**config.mk**
```make
export PLATFORM = sky130hd
export DESIGN_NAME = ddma_chain_dma
export DESIGN_NICKNAME = d
export VERILOG_FILES = /design/src/rtl/ddma_pkg.sv /design/src/rtl/ddma_clip.sv /design/src/rtl/ddma_next.sv /design/src/rtl/ddma_mover.sv /design/src/rtl/ddma_chain_dma.sv
export SDC_FILE = /design/constraint.sdc
export NUM_CORES = 1
export LEC_CHECK = 0
export BUFFER_PORTS_ARGS = -buffer_cell sky130_fd_sc_hd__buf_2
export CAP_MARGIN = 10
export CORE_MARGIN = 1.5
export CORE_UTILIZATION = 53
export CTS_BUF_LIST = sky130_fd_sc_hd__clkbuf_2 sky130_fd_sc_hd__clkbuf_4 sky130_fd_sc_hd__clkbuf_8
export DETAILED_ROUTE_END_ITERATION = 6
export HOLD_SLACK_MARGIN = 0.15
export PLACE_DENSITY = 0.74
export SLEW_MARGIN = 5
export SYNTH_ARGS = -nofsm -noshare
export SYNTH_HDL_FRONTEND = slang
export SYNTH_SLANG_ARGS = --single-unit
```
**constraint.sdc**
```tcl
create_clock -name clk_i -period 6.7 [get_ports clk_i]
set_clock_uncertainty 0.1 [all_clocks]
set_input_delay 0 -clock clk_i [delete_from_list [all_inputs] [get_ports clk_i]]
set_output_delay 0 -clock clk_i [all_outputs]
set_load 0.01 [all_outputs]
```
**src/rtl/ddma_pkg.sv**
```systemverilog
package ddma_pkg;
  localparam int unsigned SZ_W       = 13;  // buffer size field width
  localparam int unsigned F_DIC      = 1;
  localparam int unsigned F_LAST     = 2;
  localparam int unsigned F_CHAIN    = 4;
  localparam int unsigned F_RING_END = 5;
  localparam int unsigned F_OWN      = 31;

  typedef enum logic [2:0] {
    C_IDLE, C_FETCH, C_B1_GO, C_B1_WAIT, C_B2_GO, C_B2_WAIT, C_WBACK
  } ctl_st_e;

  typedef enum logic [2:0] {
    M_IDLE, M_RD, M_PUSH, M_PULL, M_WR
  } mv_st_e;
endpackage

```
**src/rtl/ddma_clip.sv**
```systemverilog
module ddma_clip import ddma_pkg::*; #(
  parameter int unsigned CNT_W = 32,
  parameter int unsigned WD_W  = SZ_W - 1
) (
  input  logic [SZ_W-1:0]  size_i,
  input  logic [CNT_W-1:0] remain_i,
  output logic [CNT_W-1:0] bytes_o,
  output logic [WD_W-1:0]  words_o
);
  logic [CNT_W-1:0] size_ext;
  logic [SZ_W:0]    rnd;

  always_comb begin
    size_ext = {{(CNT_W-SZ_W){1'b0}}, size_i};
    bytes_o  = (remain_i < size_ext) ? remain_i : size_ext;
    // bytes_o never exceeds size_i, so the low SZ_W bits carry it fully
    rnd      = {1'b0, bytes_o[SZ_W-1:0]} + (SZ_W+1)'(3);
    words_o  = rnd[SZ_W:2];
  end
endmodule

```
**src/rtl/ddma_next.sv**
```systemverilog
module ddma_next #(
  parameter int unsigned AW = 32
) (
  input  logic [AW-1:0] cur_i,
  input  logic [AW-1:0] base_i,
  input  logic [AW-1:0] ptr_i,
  input  logic          chain_i,
  input  logic          ring_end_i,
  output logic [AW-1:0] nxt_o
);
  localparam logic [AW-1:0] DESC_BYTES = AW'(16);

  always_comb begin
    if (chain_i)         nxt_o = ptr_i;
    else if (ring_end_i) nxt_o = base_i;
    else                 nxt_o = cur_i + DESC_BYTES;
  end
endmodule

```
**src/rtl/ddma_mover.sv**
```systemverilog
module ddma_mover import ddma_pkg::*; #(
  parameter int unsigned AW   = 32,
  parameter int unsigned WD_W = SZ_W - 1
) (
  input  logic            clk_i,
  input  logic            rst_ni,
  input  logic            soft_rst_i,
  input  logic            go_i,
  input  logic            dir_i,
  input  logic [AW-1:0]   addr_i,
  input  logic [WD_W-1:0] words_i,
  output logic            done_o,
  output logic            mem_req_o,
  output logic            mem_we_o,
  output logic [AW-1:0]   mem_addr_o,
  output logic [31:0]     mem_wdata_o,
  input  logic            mem_ack_i,
  input  logic [31:0]     mem_rdata_i,
  output logic            out_valid_o,
  input  logic            out_ready_i,
  output logic [31:0]     out_data_o,
  input  logic            in_valid_i,
  output logic            in_ready_o,
  input  logic [31:0]     in_data_i
);
  localparam logic [AW-1:0]   STEP = AW'(4);
  localparam logic [WD_W-1:0] ONE  = WD_W'(1);

  mv_st_e          st_q;
  logic [AW-1:0]   addr_q;
  logic [WD_W-1:0] cnt_q;
  logic [31:0]     hold_q;
  logic            done_q;

  always_ff @(posedge clk_i or negedge rst_ni) begin
    if (!rst_ni) begin
      st_q   <= M_IDLE;
      addr_q <= '0;
      cnt_q  <= '0;
      hold_q <= '0;
      done_q <= 1'b0;
    end else if (soft_rst_i) begin
      st_q   <= M_IDLE;
      done_q <= 1'b0;
    end else begin
      done_q <= 1'b0;
      unique case (st_q)
        M_IDLE: if (go_i) begin
          addr_q <= addr_i;
          cnt_q  <= words_i;
          if (words_i == '0) done_q <= 1'b1;
          else               st_q   <= dir_i ? M_PULL : M_RD;
        end
        M_RD: if (mem_ack_i) begin
          hold_q <= mem_rdata_i;
          st_q   <= M_PUSH;
        end
        M_PUSH: if (out_ready_i) begin
          addr_q <= addr_q + STEP;
          cnt_q  <= cnt_q - ONE;
          if (cnt_q == ONE) begin
            done_q <= 1'b1;
            st_q   <= M_IDLE;
          end else st_q <= M_RD;
        end
        M_PULL: if (in_valid_i) begin
          hold_q <= in_data_i;
          st_q   <= M_WR;
        end
        M_WR: if (mem_ack_i) begin
          addr_q <= addr_q + STEP;
          cnt_q  <= cnt_q - ONE;
          if (cnt_q == ONE) begin
            done_q <= 1'b1;
            st_q   <= M_IDLE;
          end else st_q <= M_PULL;
        end
        default: st_q <= M_IDLE;
      endcase
    end
  end

  assign done_o      = done_q;
  assign mem_req_o   = (st_q == M_RD) || (st_q == M_WR);
  assign mem_we_o    = (st_q == M_WR);
  assign mem_addr_o  = addr_q;
  assign mem_wdata_o = hold_q;
  assign out_valid_o = (st_q == M_PUSH);
  assign out_data_o  = hold_q;
  assign in_ready_o  = (st_q == M_PULL);

  // stalled out-stream word stays put
  a_r13_out_hold: assert property (@(posedge clk_i) disable iff (!rst_ni || soft_rst_i)
    out_valid_o && !out_ready_i |=> out_valid_o && $stable(out_data_o));

  // data request steady until acknowledged
  a_r3_data_req_hold: assert property (@(posedge clk_i) disable iff (!rst_ni || soft_rst_i)
    mem_req_o && !mem_ack_i |=> mem_req_o && $stable(mem_addr_o) && $stable(mem_wdata_o));
endmodule

```
**src/rtl/ddma_chain_dma.sv**
```systemverilog
module ddma_chain_dma import ddma_pkg::*; #(
  parameter int unsigned AW    = 32,
  parameter int unsigned CNT_W = 32
) (
  input  logic             clk_i,
  input  logic             rst_ni,
  input  logic             enable_i,
  input  logic             soft_rst_i,
  input  logic             start_i,
  input  logic             dir_i,
  input  logic [AW-1:0]    base_addr_i,
  input  logic [CNT_W-1:0] total_bytes_i,
  output logic             busy_o,
  output logic             done_o,
  output logic             irq_o,
  output logic             unavail_o,
  output logic             mem_req_o,
  output logic             mem_we_o,
  output logic [AW-1:0]    mem_addr_o,
  output logic [31:0]      mem_wdata_o,
  input  logic             mem_ack_i,
  input  logic [31:0]      mem_rdata_i,
  output logic             out_valid_o,
  input  logic             out_ready_i,
  output logic [31:0]      out_data_o,
  input  logic             in_valid_i,
  output logic             in_ready_o,
  input  logic [31:0]      in_data_i
);
  localparam int unsigned WD_W = SZ_W - 1;

  ctl_st_e          st_q;
  logic [AW-1:0]    cur_q, base_q, a2_q, a3_q;
  logic [1:0]       idx_q;
  logic [31:0]      w0_q;
  logic [SZ_W-1:0]  sz1_q, sz2_q;
  logic [CNT_W-1:0] remain_q;
  logic             dir_q, done_q, irq_q, unav_q;

  logic             sel_b2;
  logic [SZ_W-1:0]  clip_size;
  logic [CNT_W-1:0] clip_bytes;
  logic [WD_W-1:0]  clip_words;
  logic             mv_go, mv_done, mv_req, mv_we;
  logic [AW-1:0]    mv_addr_in, mv_addr, nxt_addr;
  logic [31:0]      mv_wdata;
  logic             ctl_req, ctl_we;
  logic [AW-1:0]    ctl_addr;
  logic [31:0]      ctl_wdata;

  assign sel_b2     = (st_q == C_B2_GO) || (st_q == C_B2_WAIT);
  assign clip_size  = sel_b2 ? sz2_q : sz1_q;
  assign mv_go      = (st_q == C_B1_GO) || (st_q == C_B2_GO);
  assign mv_addr_in = sel_b2 ? a3_q : a2_q;

  ddma_clip #(.CNT_W(CNT_W), .WD_W(WD_W)) u_clip (
    .size_i   (clip_size),
    .remain_i (remain_q),
    .bytes_o  (clip_bytes),
    .words_o  (clip_words)
  );

  ddma_next #(.AW(AW)) u_next (
    .cur_i      (cur_q),
    .base_i     (base_q),
    .ptr_i      (a3_q),
    .chain_i    (w0_q[F_CHAIN]),
    .ring_end_i (w0_q[F_RING_END]),
    .nxt_o      (nxt_addr)
  );

  ddma_mover #(.AW(AW), .WD_W(WD_W)) u_mover (
    .clk_i       (clk_i),
    .rst_ni      (rst_ni),
    .soft_rst_i  (soft_rst_i),
    .go_i        (mv_go),
    .dir_i       (dir_q),
    .addr_i      (mv_addr_in),
    .words_i     (clip_words),
    .done_o      (mv_done),
    .mem_req_o   (mv_req),
    .mem_we_o    (mv_we),
    .mem_addr_o  (mv_addr),
    .mem_wdata_o (mv_wdata),
    .mem_ack_i   (mem_ack_i),
    .mem_rdata_i (mem_rdata_i),
    .out_valid_o (out_valid_o),
    .out_ready_i (out_ready_i),
    .out_data_o  (out_data_o),
    .in_valid_i  (in_valid_i),
    .in_ready_o  (in_ready_o),
    .in_data_i   (in_data_i)
  );

  always_comb begin
    ctl_req   = (st_q == C_FETCH) || (st_q == C_WBACK);
    ctl_we    = (st_q == C_WBACK);
    ctl_addr  = (st_q == C_WBACK) ? cur_q
                                  : cur_q + {{(AW-4){1'b0}}, idx_q, 2'b00};
    ctl_wdata = w0_q & ~(32'd1 << F_OWN);
  end

  // descriptor and data phases never overlap, so the port is a plain mux
  assign mem_req_o   = ctl_req | mv_req;
  assign mem_we_o    = ctl_req ? ctl_we    : mv_we;
  assign mem_addr_o  = ctl_req ? ctl_addr  : mv_addr;
  assign mem_wdata_o = ctl_req ? ctl_wdata : mv_wdata;

  always_ff @(posedge clk_i or negedge rst_ni) begin
    if (!rst_ni) begin
      st_q     <= C_IDLE;
      cur_q    <= '0;
      base_q   <= '0;
      a2_q     <= '0;
      a3_q     <= '0;
      idx_q    <= '0;
      w0_q     <= '0;
      sz1_q    <= '0;
      sz2_q    <= '0;
      remain_q <= '0;
      dir_q    <= 1'b0;
      done_q   <= 1'b0;
      irq_q    <= 1'b0;
      unav_q   <= 1'b0;
    end else if (soft_rst_i) begin
      st_q   <= C_IDLE;
      done_q <= 1'b0;
      irq_q  <= 1'b0;
      unav_q <= 1'b0;
    end else begin
      done_q <= 1'b0;
      irq_q  <= 1'b0;
      unique case (st_q)
        C_IDLE: if (start_i && enable_i) begin
          cur_q    <= base_addr_i;
          base_q   <= base_addr_i;
          remain_q <= total_bytes_i;
          dir_q    <= dir_i;
          idx_q    <= '0;
          unav_q   <= 1'b0;
          st_q     <= C_FETCH;
        end
        C_FETCH: if (mem_ack_i) begin
          unique case (idx_q)
            2'd0: w0_q <= mem_rdata_i;
            2'd1: begin
              sz1_q <= mem_rdata_i[SZ_W-1:0];
              sz2_q <= mem_rdata_i[2*SZ_W-1:SZ_W];
            end
            2'd2: a2_q <= mem_rdata_i[AW-1:0];
            default: a3_q <= mem_rdata_i[AW-1:0];
          endcase
          if (idx_q == 2'd0 && !mem_rdata_i[F_OWN]) begin
            unav_q <= 1'b1;
            st_q   <= C_IDLE;
          end else if (idx_q == 2'd3) begin
            st_q <= C_B1_GO;
          end else begin
            idx_q <= idx_q + 2'd1;
          end
        end
        C_B1_GO: begin
          remain_q <= remain_q - clip_bytes;
          st_q     <= C_B1_WAIT;
        end
        C_B1_WAIT: if (mv_done) st_q <= w0_q[F_CHAIN] ? C_WBACK : C_B2_GO;
        C_B2_GO: begin
          remain_q <= remain_q - clip_bytes;
          st_q     <= C_B2_WAIT;
        end
        C_B2_WAIT: if (mv_done) st_q <= C_WBACK;
        C_WBACK: if (mem_ack_i) begin
          irq_q <= !w0_q[F_DIC];
          if (w0_q[F_LAST] || remain_q == '0) begin
            done_q <= 1'b1;
            st_q   <= C_IDLE;
          end else begin
            cur_q <= nxt_addr;
            idx_q <= '0;
            st_q  <= C_FETCH;
          end
        end
        default: st_q <= C_IDLE;
      endcase
    end
  end

  assign busy_o    = (st_q != C_IDLE);
  assign done_o    = done_q;
  assign irq_o     = irq_q;
  assign unavail_o = unav_q;

  // descriptor sequencer and data mover never request together
  a_r3_single_owner: assert property (@(posedge clk_i) disable iff (!rst_ni)
    !(ctl_req && mv_req));

  // an idle engine keeps the memory port quiet
  a_r1_idle_quiet: assert property (@(posedge clk_i) disable iff (!rst_ni)
    !busy_o |-> !mem_req_o && !out_valid_o && !in_ready_o);

  // interrupt only follows an acknowledged write-back
  a_r9_irq_after_wb: assert property (@(posedge clk_i) disable iff (!rst_ni)
    irq_o |-> $past(st_q == C_WBACK && mem_ack_i));

  // completion leaves the engine idle
  a_r10_done_idle: assert property (@(posedge clk_i) disable iff (!rst_ni)
    done_o |-> !busy_o);

  // unavailable descriptor stops the walk
  a_r4_unavail_stops: assert property (@(posedge clk_i) disable iff (!rst_ni)
    $rose(unavail_o) |-> !busy_o && !$past(mem_we_o));
endmodule

```
; Word-level counts from Yosys, hierarchy flattened
; Index checks and enable logic that the tools add are counted.
[totals]
regBits = 306
[op_classes]
addsub = 7
magnitude_cmp = 1
n_eq_ne = 38
n_mux = 74
bitwise_logic = 3
n_reduce_logical = 36
[ops]
columns = operator, n
row1 = 32-bit two-way mux, 16
row2 = 32-bit one-hot mux with 2 select lines, 3
row3 = 32-bit one-hot mux with 3 select lines, 1
row4 = 3-bit two-way mux, 15
row5 = 12-bit two-way mux, 3
row6 = 12-bit one-hot mux with 3 select lines, 1
row7 = 32-bit by 3-bit adder with 32-bit output (second input constant), 1
row8 = 32-bit by 4-bit adder with 32-bit output, 1
row9 = 32-bit by 5-bit adder with 32-bit output (second input constant), 1
row10 = 32-bit zero test, 1
row11 = 32-bit by 13-bit less-than comparator with 1-bit output, 1
row12 = 32-bit subtractor, 1
row13 = 3-bit inequality test (second input constant), 8
row14 = 4-bit AND reduction, 6
row15 = 3-bit one-hot mux with 7 select lines, 1
row16 = 1-bit two-way mux, 20
row17 = 2-bit inequality test (second input constant), 10
row18 = 2-bit two-way mux, 9
row19 = 3-bit one-hot mux with 5 select lines, 1
row20 = 13-bit by 2-bit adder with 14-bit output (second input constant), 1
row21 = 13-bit two-way mux, 1
row22 = 12-bit by 1-bit == test with 1-bit output (second input constant), 1
row23 = 3-bit by 2-bit == test with 1-bit output (second input constant), 4
row24 = 3-bit == test (second input constant), 4
row25 = other kinds (27), 48

; Logic depth before layout (Yosys ltp)
; Gate-level depths: netlist (run 1).
[logic_depth]
word_depth = 11
mapped_depth = 26
mapped_depth_nobuf = 19

; Hierarchy
; From an unflattened synthesis (run 1), not the netlist that was laid out.
[unflattened]
cells_unflattened = 2160
area_unflattened_um2 = 19859.0
[modules_own_cells]
columns = module, n_inst, cells_each, area_each_um2, seq_area_each_um2
row1 = ddma_chain_dma, 1, 1283, 12797.3, 5655.4
row2 = ddma_mover, 1, 550, 4754.6, 2001.9
row3 = ddma_clip, 1, 152, 1187.4, 0.0
row4 = ddma_next, 1, 175, 1119.8, 0.0

; Least setup slack after synthesis (run 1)
; OpenSTA, ideal clock, no wires.
[synth_timing]
path_kind = flip-flop to flip-flop
start = reg st_q[1]
end = reg remain_q[19]
setup_time_ns = 0.069
t_arrival_ns = 5.861
required_ns = 6.531
path_slack_ns = 0.669
path_stages_with_launch = 24
synth_period_minus_slack_ns = 6.031
path_cell_list = dfrtp_1 -> clkbuf_1 -> nand2b_1 -> buf_2 -> mux2i_1 -> ha_1 -> or4b_2 -> nor4_1 -> o221ai_1 -> nand3_2 -> buf_2 -> buf_2 -> buf_1 -> o21ai_0 -> ha_1 -> and2_1 -> and3_1 -> a221o_1 -> nor3_1 -> a21oi_2 -> or2_1 -> buf_6 -> or4_1 -> nand3_1
[synth_via]
elab_chain_len = 7
[synth_rtl]
columns = element, line_no
row1 = from (decl), ddma_chain_dma.sv:32  ; ctl_st_e st_q;
row2 = from (signal assigned), ddma_chain_dma.sv:166  ; C_B1_WAIT: if (mv_done) st_q <= w0_q[F_CHAIN] ? C_WBACK : C_B2_GO;
row3 = "3-bit == test, on equally long branches", "ddma_chain_dma.sv:51, ddma_chain_dma.sv:133"
row4 = 1-bit logical OR, ddma_chain_dma.sv:51  ; assign sel_b2 = (st_q == C_B2_GO) || (st_q == C_B2_WAIT);
row5 = 13-bit two-way mux, ddma_chain_dma.sv:52  ; assign clip_size = sel_b2 ? sz2_q : sz1_q;
row6 = 32-bit by 13-bit less-than comparator with 1-bit output, ddma_clip.sv:15  ; bytes_o = (remain_i < size_ext) ? remain_i : size_ext;
row7 = 32-bit two-way mux, ddma_clip.sv:15
row8 = 32-bit subtractor, "ddma_chain_dma.sv:163, ddma_chain_dma.sv:168"
row9 = 32-bit one-hot mux with 2 select lines, ddma_chain_dma.sv:133  ; unique case (st_q)
row10 = to (signal assigned), ddma_chain_dma.sv:137  ; remain_q <= total_bytes_i;
row11 = to (signal assigned), ddma_chain_dma.sv:163  ; remain_q <= remain_q - clip_bytes;
row12 = to (signal assigned), ddma_chain_dma.sv:168  ; remain_q <= remain_q - clip_bytes;
row13 = to (decl), ddma_chain_dma.sv:37  ; logic [CNT_W-1:0] remain_q;
; Several ways; a longest one is shown, not always the timed one.
; A chain may end at the register's enable or synchronous reset.

; Final worst setup path (run 1)
[layout_timing]
start = reg st_q[2]
end = reg remain_q[21]
; The elaborated chain is that of the path after synthesis.

==> results of run 1 <==
-- worst register-to-register path: stages (launching register included) --
cell and delay [ns]:
dfrtp_1 0.44, nand2b_2 0.13, mux2i_1 0.43, ha_1 0.20
or4b_2 0.66, nor4_1 0.37, o221ai_2 0.26, nand3_4 0.23
buf_4 0.30, nand2_1 0.08, o21ai_0 0.13, ha_1 0.34
and3_1 0.21, a221o_1 0.36, nor3_1 0.18, a21oi_2 0.18
or2_1 0.38, o41ai_1 0.50, a221o_1 0.17, dlygate4sd3_1 0.55
-- kinds of logic after synthesis --
family | Yosys count | share of synthesized area
multiplexers | 223 | 0.1332
buffers and inverters | 169 | 0.03550
AO/OA/AOI/OAI | 509 | 0.1739
AND/OR/NAND/NOR | 745 | 0.1833
XOR/XNOR | 62 | 0.02974
flip-flops | 306 | 0.4194
adder cells (fa/ha/maj) | 36 | 0.02508
-- power by group through the flow --
| stage | combinational, uW | clock [uW] | sequential [uW] |
|---|---|---|---|
| 2_1_floorplan | 2510 | 0 | 2950 |
| 3_3_place_gp | 3440 | 0 | 3180 |
| 3_5_place_dp | 3520 | 0 | 3200 |
| 4_1_cts | 3820 | 1910 | 3190 |
| 5_1_grt | 4340 | 2000 | 3330 |
| 6_report | 3990 | 1910 | 3250 |
-- through the flow --
stage            util  power, uW  worst slack [ns]  hold slack [ns]
2_1_floorplan       -       5457            0.6692          -0.3956
5_1_grt        0.7233       9661           0.08733           0.1810
4_1_cts        0.7221       8920            0.3246           0.1518
6_report       0.7233       9152            0.4041           0.1846
3_3_place_gp   0.5860       6617            0.9536           0.1071
3_5_place_dp   0.5860       6723            0.8383          0.09627
-- synthesized netlist by cell type (all sizes together), types with 6 or more instances --
cell / count / area share
nor2: 169 / 0.035
a31oi: 34 / 0.012
mux2i: 64 / 0.035
and2: 11 / 0.0038
a22oi: 11 / 0.0045
and3: 30 / 0.010
a221o: 15 / 0.0082
ha: 35 / 0.024
clkbuf: 103 / 0.021
nor4: 15 / 0.0051
o22a: 14 / 0.0067
dfrtp: 306 / 0.42
a211o: 6 / 0.0029
nor3: 39 / 0.011
nor2b: 10 / 0.0034
a21oi: 142 / 0.039
or4: 10 / 0.0043
o22ai: 10 / 0.0034
a21o: 17 / 0.0070
nand3: 44 / 0.012
or3: 18 / 0.0062
inv: 31 / 0.0064
o31ai: 12 / 0.0049
a211oi: 11 / 0.0052
nand2b: 14 / 0.0048
or2: 10 / 0.0034
nand4: 17 / 0.0058
mux2: 159 / 0.098
o21ai: 159 / 0.044
xor2: 34 / 0.016
nand2: 342 / 0.070
xnor2: 28 / 0.013
o211ai: 24 / 0.0099
buf: 35 / 0.0079
-- state kept, by name, summed over array words and instances, names as in the netlist, 31 cells and up --
register	count
w0_q	31
u_mover.mem_wdata_o	32
remain_q	32
cur_q	32
a2_q	32
u_mover.mem_addr_o	32
a3_q	32
base_q	32
-- worst max-delay path by stage --
stage                                    from                        to
after floorplan           st_q[1]$_DFFE_PN0P_  remain_q[19]$_DFFE_PN0P_
after global placement    st_q[1]$_DFFE_PN0P_  remain_q[30]$_DFFE_PN0P_
after detailed placement  st_q[1]$_DFFE_PN0P_  remain_q[30]$_DFFE_PN0P_
after CTS                 st_q[1]$_DFFE_PN0P_  remain_q[21]$_DFFE_PN0P_
after global routing      st_q[2]$_DFFE_PN0P_  remain_q[21]$_DFFE_PN0P_
final                     st_q[2]$_DFFE_PN0P_  remain_q[21]$_DFFE_PN0P_
-- routing by layer --
metal  part of all wire  wire length, um  up-vias  track usage
met3               0.10             6960      181      0.08512
li1                   -                -     8396            -
met5                  0                0        -            0
met2               0.44            30120     1131       0.5820
met1               0.42            28550     9178       0.5309
met4              0.033             2268        0       0.1294
-- final cells by class --
| class | instances | share of cell area |
|---|---|---|
| clock inverters | 11 | 0.005287 |
| well taps | 448 | 0.02300 |
| repair buffers | 606 | 0.1985 |
| flip-flops and latches | 306 | 0.3142 |
| clock buffers | 83 | 0.04250 |
| inverters | 31 | 0.004774 |
| multi-input cells | 1576 | 0.4116 |
| diodes | 1 | 0.0001027 |
-- timing repair --
item                                    4_1_cts  5_1_grt
hold buffers                                340        0
resized for setup                             0        7
endpoints found under the hold margin       390        0
endpoints found under the setup margin        0        5
==> results.cfg, run 1 <==
[sta]
fmax_mhz = 158.8
rsz0062_at_grt = no
post-route-period-util = 0.9397
drv_slew = 0
max-slew-margin-rel = 0.1629
hold_viol = 0
setup_viol = 0
max_slew.worst_pin.slew_ns = 1.253
tns_ns = 0
min_period_ns = 6.296

[route]
wl_per_cell_um = 22.18
via_per_inst = 6.168
drt_iter0_drc = 2408
firstDrtPassIters = 6
vias = 18890
drc = 0
drt-total-wl_mm = 67.90
drtAntennaViolNets = 0

[floorplanning]
fp.dieH_um = 188.6
chipWidth_um = 188.6
coreArea_sq_mm = 0.03370
die_area_sq_mm = 0.03557
initial_utilization = 0.5418
rows = 67
io_pins = 241

[power]
p_int_uw = 5294
irDropWorstVdd_uv = 229.8
seqPwrFrac = 0.355
p_switching_uw = 3858
pwr-share-clk = 0.209
cellPowerDensity_mw_per_mm2 = 375.5
switching_share = 0.4215
comb_power_share = 0.436
leakagePower_uw = 0.01150

[place]
placed_area_sq_mm = 0.01975
dp.cells = 2626
finalWeightedCongestion = 0.9197
dp_hpwl_mm = 40.05
numPortBuffers = 240

[worst_setup_path]
rrSetupSlack_ns = 0.40
r2r-end = remain_q[21]$_DFFE_PN0P_
r2r_cells = 19
cp_max_fo = 21
cp_num_cells = 19
reg2reg_from = st_q[2]$_DFFE_PN0P_
end_kind = register
crit_chain = nand2b_2 -> mux2i_1 -> ha_1 -> or4b_2 -> nor4_1 -> o221ai_2 -> nand3_4 -> buf_4 -> nand2_1 -> o21ai_0 -> ha_1 -> and3_1 -> a221o_1 -> nor3_1 -> a21oi_2 -> or2_1 -> o41ai_1 -> a221o_1 -> dlygate4sd3_1
path_buf_inv = 2
cp_data_arrival_time_ns = 6.78
path_delay_family = simple AND/OR/NAND/NOR gates
crit_type = register to register
slowest_delay_ns = 0.65
cp.required_ns = 7.19
critPathSlowestCell = or4b_2
worstSetupStartpointType = register

[final_layout]
fill_cells = 2473
design_area_sq_mm = 0.02438
syn2layout_area_growth_pct = 33.51
final_cell_mix = nand2_1, dlygate4sd3_1, dfrtp_1, buf_2, nor2_1
drive_above_1_share = 0.2132
multi_input_area_sq_mm = 0.01003
finalNetCount = 2746
seq_area_sq_mm = 0.007659
final_cells = 3062

[worst_hold_path]
hold-path-endpoint = u_mover.st_q[2]$_DFFE_PN0P_
hp-class = primary input to register
hold_depth = 3
min_from = soft_rst_i

[clock_tree]
cts_buffers = 52
ctsRootBufferMaster = clkbuf_8
cts_htree_levels = 2
post_cts_buffers = 0
cts_buffer_depth = 3
clkLatencyLatePin_ns = 0.68
cts.sinks = 306
cts_tree = yes
clk_pin_slew_worst_paths_ns = 0.06

[synth]
synth_seq_area_share = 0.4194
syn_inst = 2050
synth.cell_area_sq_mm = 0.01826
yosys_warnings = 0
synth.distinct_cells = 75
ys.flop_type = dfrtp_1
synth_edf_count = 0
postSynthAreaPerCell_sq_um = 8.906
syn_nets = 2223
synth_seq_cells = 306
synth_async_sr_flop_share = 1.000

[global_routing]
grt_pass1_vias = 18270
antenna_found_initial = 1
grt_pass1_wl_mm = 105.2
grt_overflow = 0
grt_max_degree = 182
grt_usage = 0.3797

[run]
cap_violations = 0

[status]
status = completed
Note: power is estimated with default switching activity, not from simulation.
==> run 2: changes to the inputs <==
- clock period: 6.7 -> 6.5 ns (I/O delays scaled with it)
==> results.cfg, run 2 (synthesis results as in run 1) <==
[place]
numPortBuffers = 240
finalWeightedCongestion = 0.9180
dp_hpwl_mm = 40.12

[route]
vias = 18670
drt_iter0_drc = 2052
wl_per_cell_um = 21.45
firstDrtPassIters = 6
drc = 0
via_per_inst = 6.120
drtAntennaViolNets = 0
drt-total-wl_mm = 65.44

[floorplanning]
chipWidth_um = 188.6
fp.dieH_um = 188.6
initial_utilization = 0.5418
io_pins = 241
coreArea_sq_mm = 0.03370
rows = 67
die_area_sq_mm = 0.03557

[sta]
setup_viol = 0
min_period_ns = 6.166
drv_slew = 0
tns_ns = 0
max-slew-margin-rel = 0.1573
fmax_mhz = 162.2
rsz0062_at_grt = no
hold_viol = 0
post-route-period-util = 0.9486
max_slew.worst_pin.slew_ns = 1.261

[final_layout]
syn2layout_area_growth_pct = 32.66
final_common_cell = nand2_1
final_cell_mix = nand2_1, dlygate4sd3_1, dfrtp_1, buf_2, nor2_1
finalNetCount = 2734
drive_above_1_share = 0.2152
fill_cells = 2493

[global_routing]
grt_overflow = 0
grt_max_degree = 165
grt_usage = 0.3676
grt_pass1_vias = 18150
antenna_found_initial = 1
grt_pass1_wl_mm = 102.5

[clock_tree]
clkLatencyLatePin_ns = 0.66
ctsRootBufferMaster = clkbuf_8
post_cts_buffers = 0
cts_buffer_depth = 3
cts_tree = yes
cts_htree_levels = 2
clk_pin_slew_worst_paths_ns = 0.06
cts_buffers = 53
cts.sinks = 306

[worst_setup_path]
end_kind = register
rrSetupSlack_ns = 0.33
worstSetupStartpointType = register
r2r-end = remain_q[27]$_DFFE_PN0P_
r2r_cells = 19
cp_data_arrival_time_ns = 6.60
crit_type = register to register
reg2reg_from = st_q[1]$_DFFE_PN0P_
cp.required_ns = 6.93
cp_max_fo = 15

[worst_hold_path]
hold-path-endpoint = cur_q[20]$_DFFE_PN0P_
hold_depth = 4
min_from = base_addr_i[20]
hp-class = primary input to register

[power]
cellPowerDensity_mw_per_mm2 = 383.9
leakagePower_uw = 0.01143
irDropWorstVdd_uv = 217.6
p_total_uw = 9299

[run]
cap_violations = 0

[status]
status = completed
## run 2: cell types whose count changed in the layout (fill, tap and decap cells not counted), moves of 3 or more
| cell | before | now |
|---|---|---|
| dlygate4sd3_1 | 339 | 327 |
| clkbuf_4 | 17 | 21 |
| clkbuf_8 | 66 | 63 |
| clkinv_2 | 5 | 8 |
## run 2: worst max-delay path, cell delays in order, from the launching register on
cell and delay, ns:
dfrtp_1 0.37, nand2b_2 0.37, mux2i_2 0.29, ha_1 0.31, or4b_2 0.66, nor4_1 0.35, o221ai_2 0.25, nand3_4 0.23
mux2i_2 0.36, ha_1 0.36, a21o_1 0.22, a21o_1 0.21, a21oi_1 0.18, a31oi_1 0.13, a21oi_1 0.20, a21oi_2 0.11
or2_1 0.36, o32ai_1 0.31, a21oi_1 0.10, dlygate4sd3_1 0.57
## run 2: worst max path at each step
| stage | start | end | slack (ns) | cells past startpoint |
|---|---|---|---|---|
| finish | st_q[1]$_DFFE_PN0P_ | remain_q[27]$_DFFE_PN0P_ | 0.33 | 19 |
| global route | st_q[1]$_DFFE_PN0P_ | remain_q[27]$_DFFE_PN0P_ | 0.05 | 19 |
| CTS | st_q[1]$_DFFE_PN0P_ | remain_q[27]$_DFFE_PN0P_ | 0.02 | 19 |
| detailed placement | st_q[1]$_DFFE_PN0P_ | remain_q[23]$_DFFE_PN0P_ | 0.49 | 18 |
| global placement | st_q[1]$_DFFE_PN0P_ | remain_q[30]$_DFFE_PN0P_ | 0.63 | 16 |
| floorplan | st_q[1]$_DFFE_PN0P_ | remain_q[19]$_DFFE_PN0P_ | 0.47 | 23 |
## run 2: repair_timing
action,CTS,global route
gates resized for setup,0,8
hold endpoints to repair,588,0
setup endpoints to repair,0,7
hold buffers,328,0
## run 2: power by group
part / switching [uW] / internal [uW] / total (uW) / leakage (uW)
Clock: 856 / 1040 / 1900 / 0.000609
Sequential: 804 / 2570 / 3370 / 0.00393
Combinational: 2260 / 1770 / 4030 / 0.00689
## run 2: final cells by class
type / count / area [sq um] / share of cell area
Timing Repair Buffer: 593 / 4712 / 0.1946
Antenna cell: 1 / 2.502 / 0.0001033
Sequential cell: 306 / 7659 / 0.3162
Multi-Input combinational cell: 1576 / 10030 / 0.4143
Clock buffer: 84 / 1025 / 0.04231
Inverter: 31 / 116.4 / 0.004804
Tap cell: 448 / 560.5 / 0.02314
Clock inverter: 12 / 110.1 / 0.004546
## run 2: layer usage
metal | GRT usage | share of wire
met4 | 0.1248 | 0.029
met3 | 0.05737 | 0.094
met1 | 0.5224 | 0.43
met5 | 0 | 0
met2 | 0.5727 | 0.45
## run 2: stage by stage
step	util	hold WS, ns	area (sq um)	cells	worst slack, ns
final	0.7187	0.1804	24220	3051	0.3341
after detailed placement	0.5858	-0.06452	19740	2625	0.4924
after CTS	0.7174	0.1507	24180	3049	0.02363
after global routing	0.7186	0.2038	24220	3050	0.04606
after floorplan	-	-0.3956	18260	2050	0.4692
after global placement	0.5858	-0.05886	19740	2625	0.6277
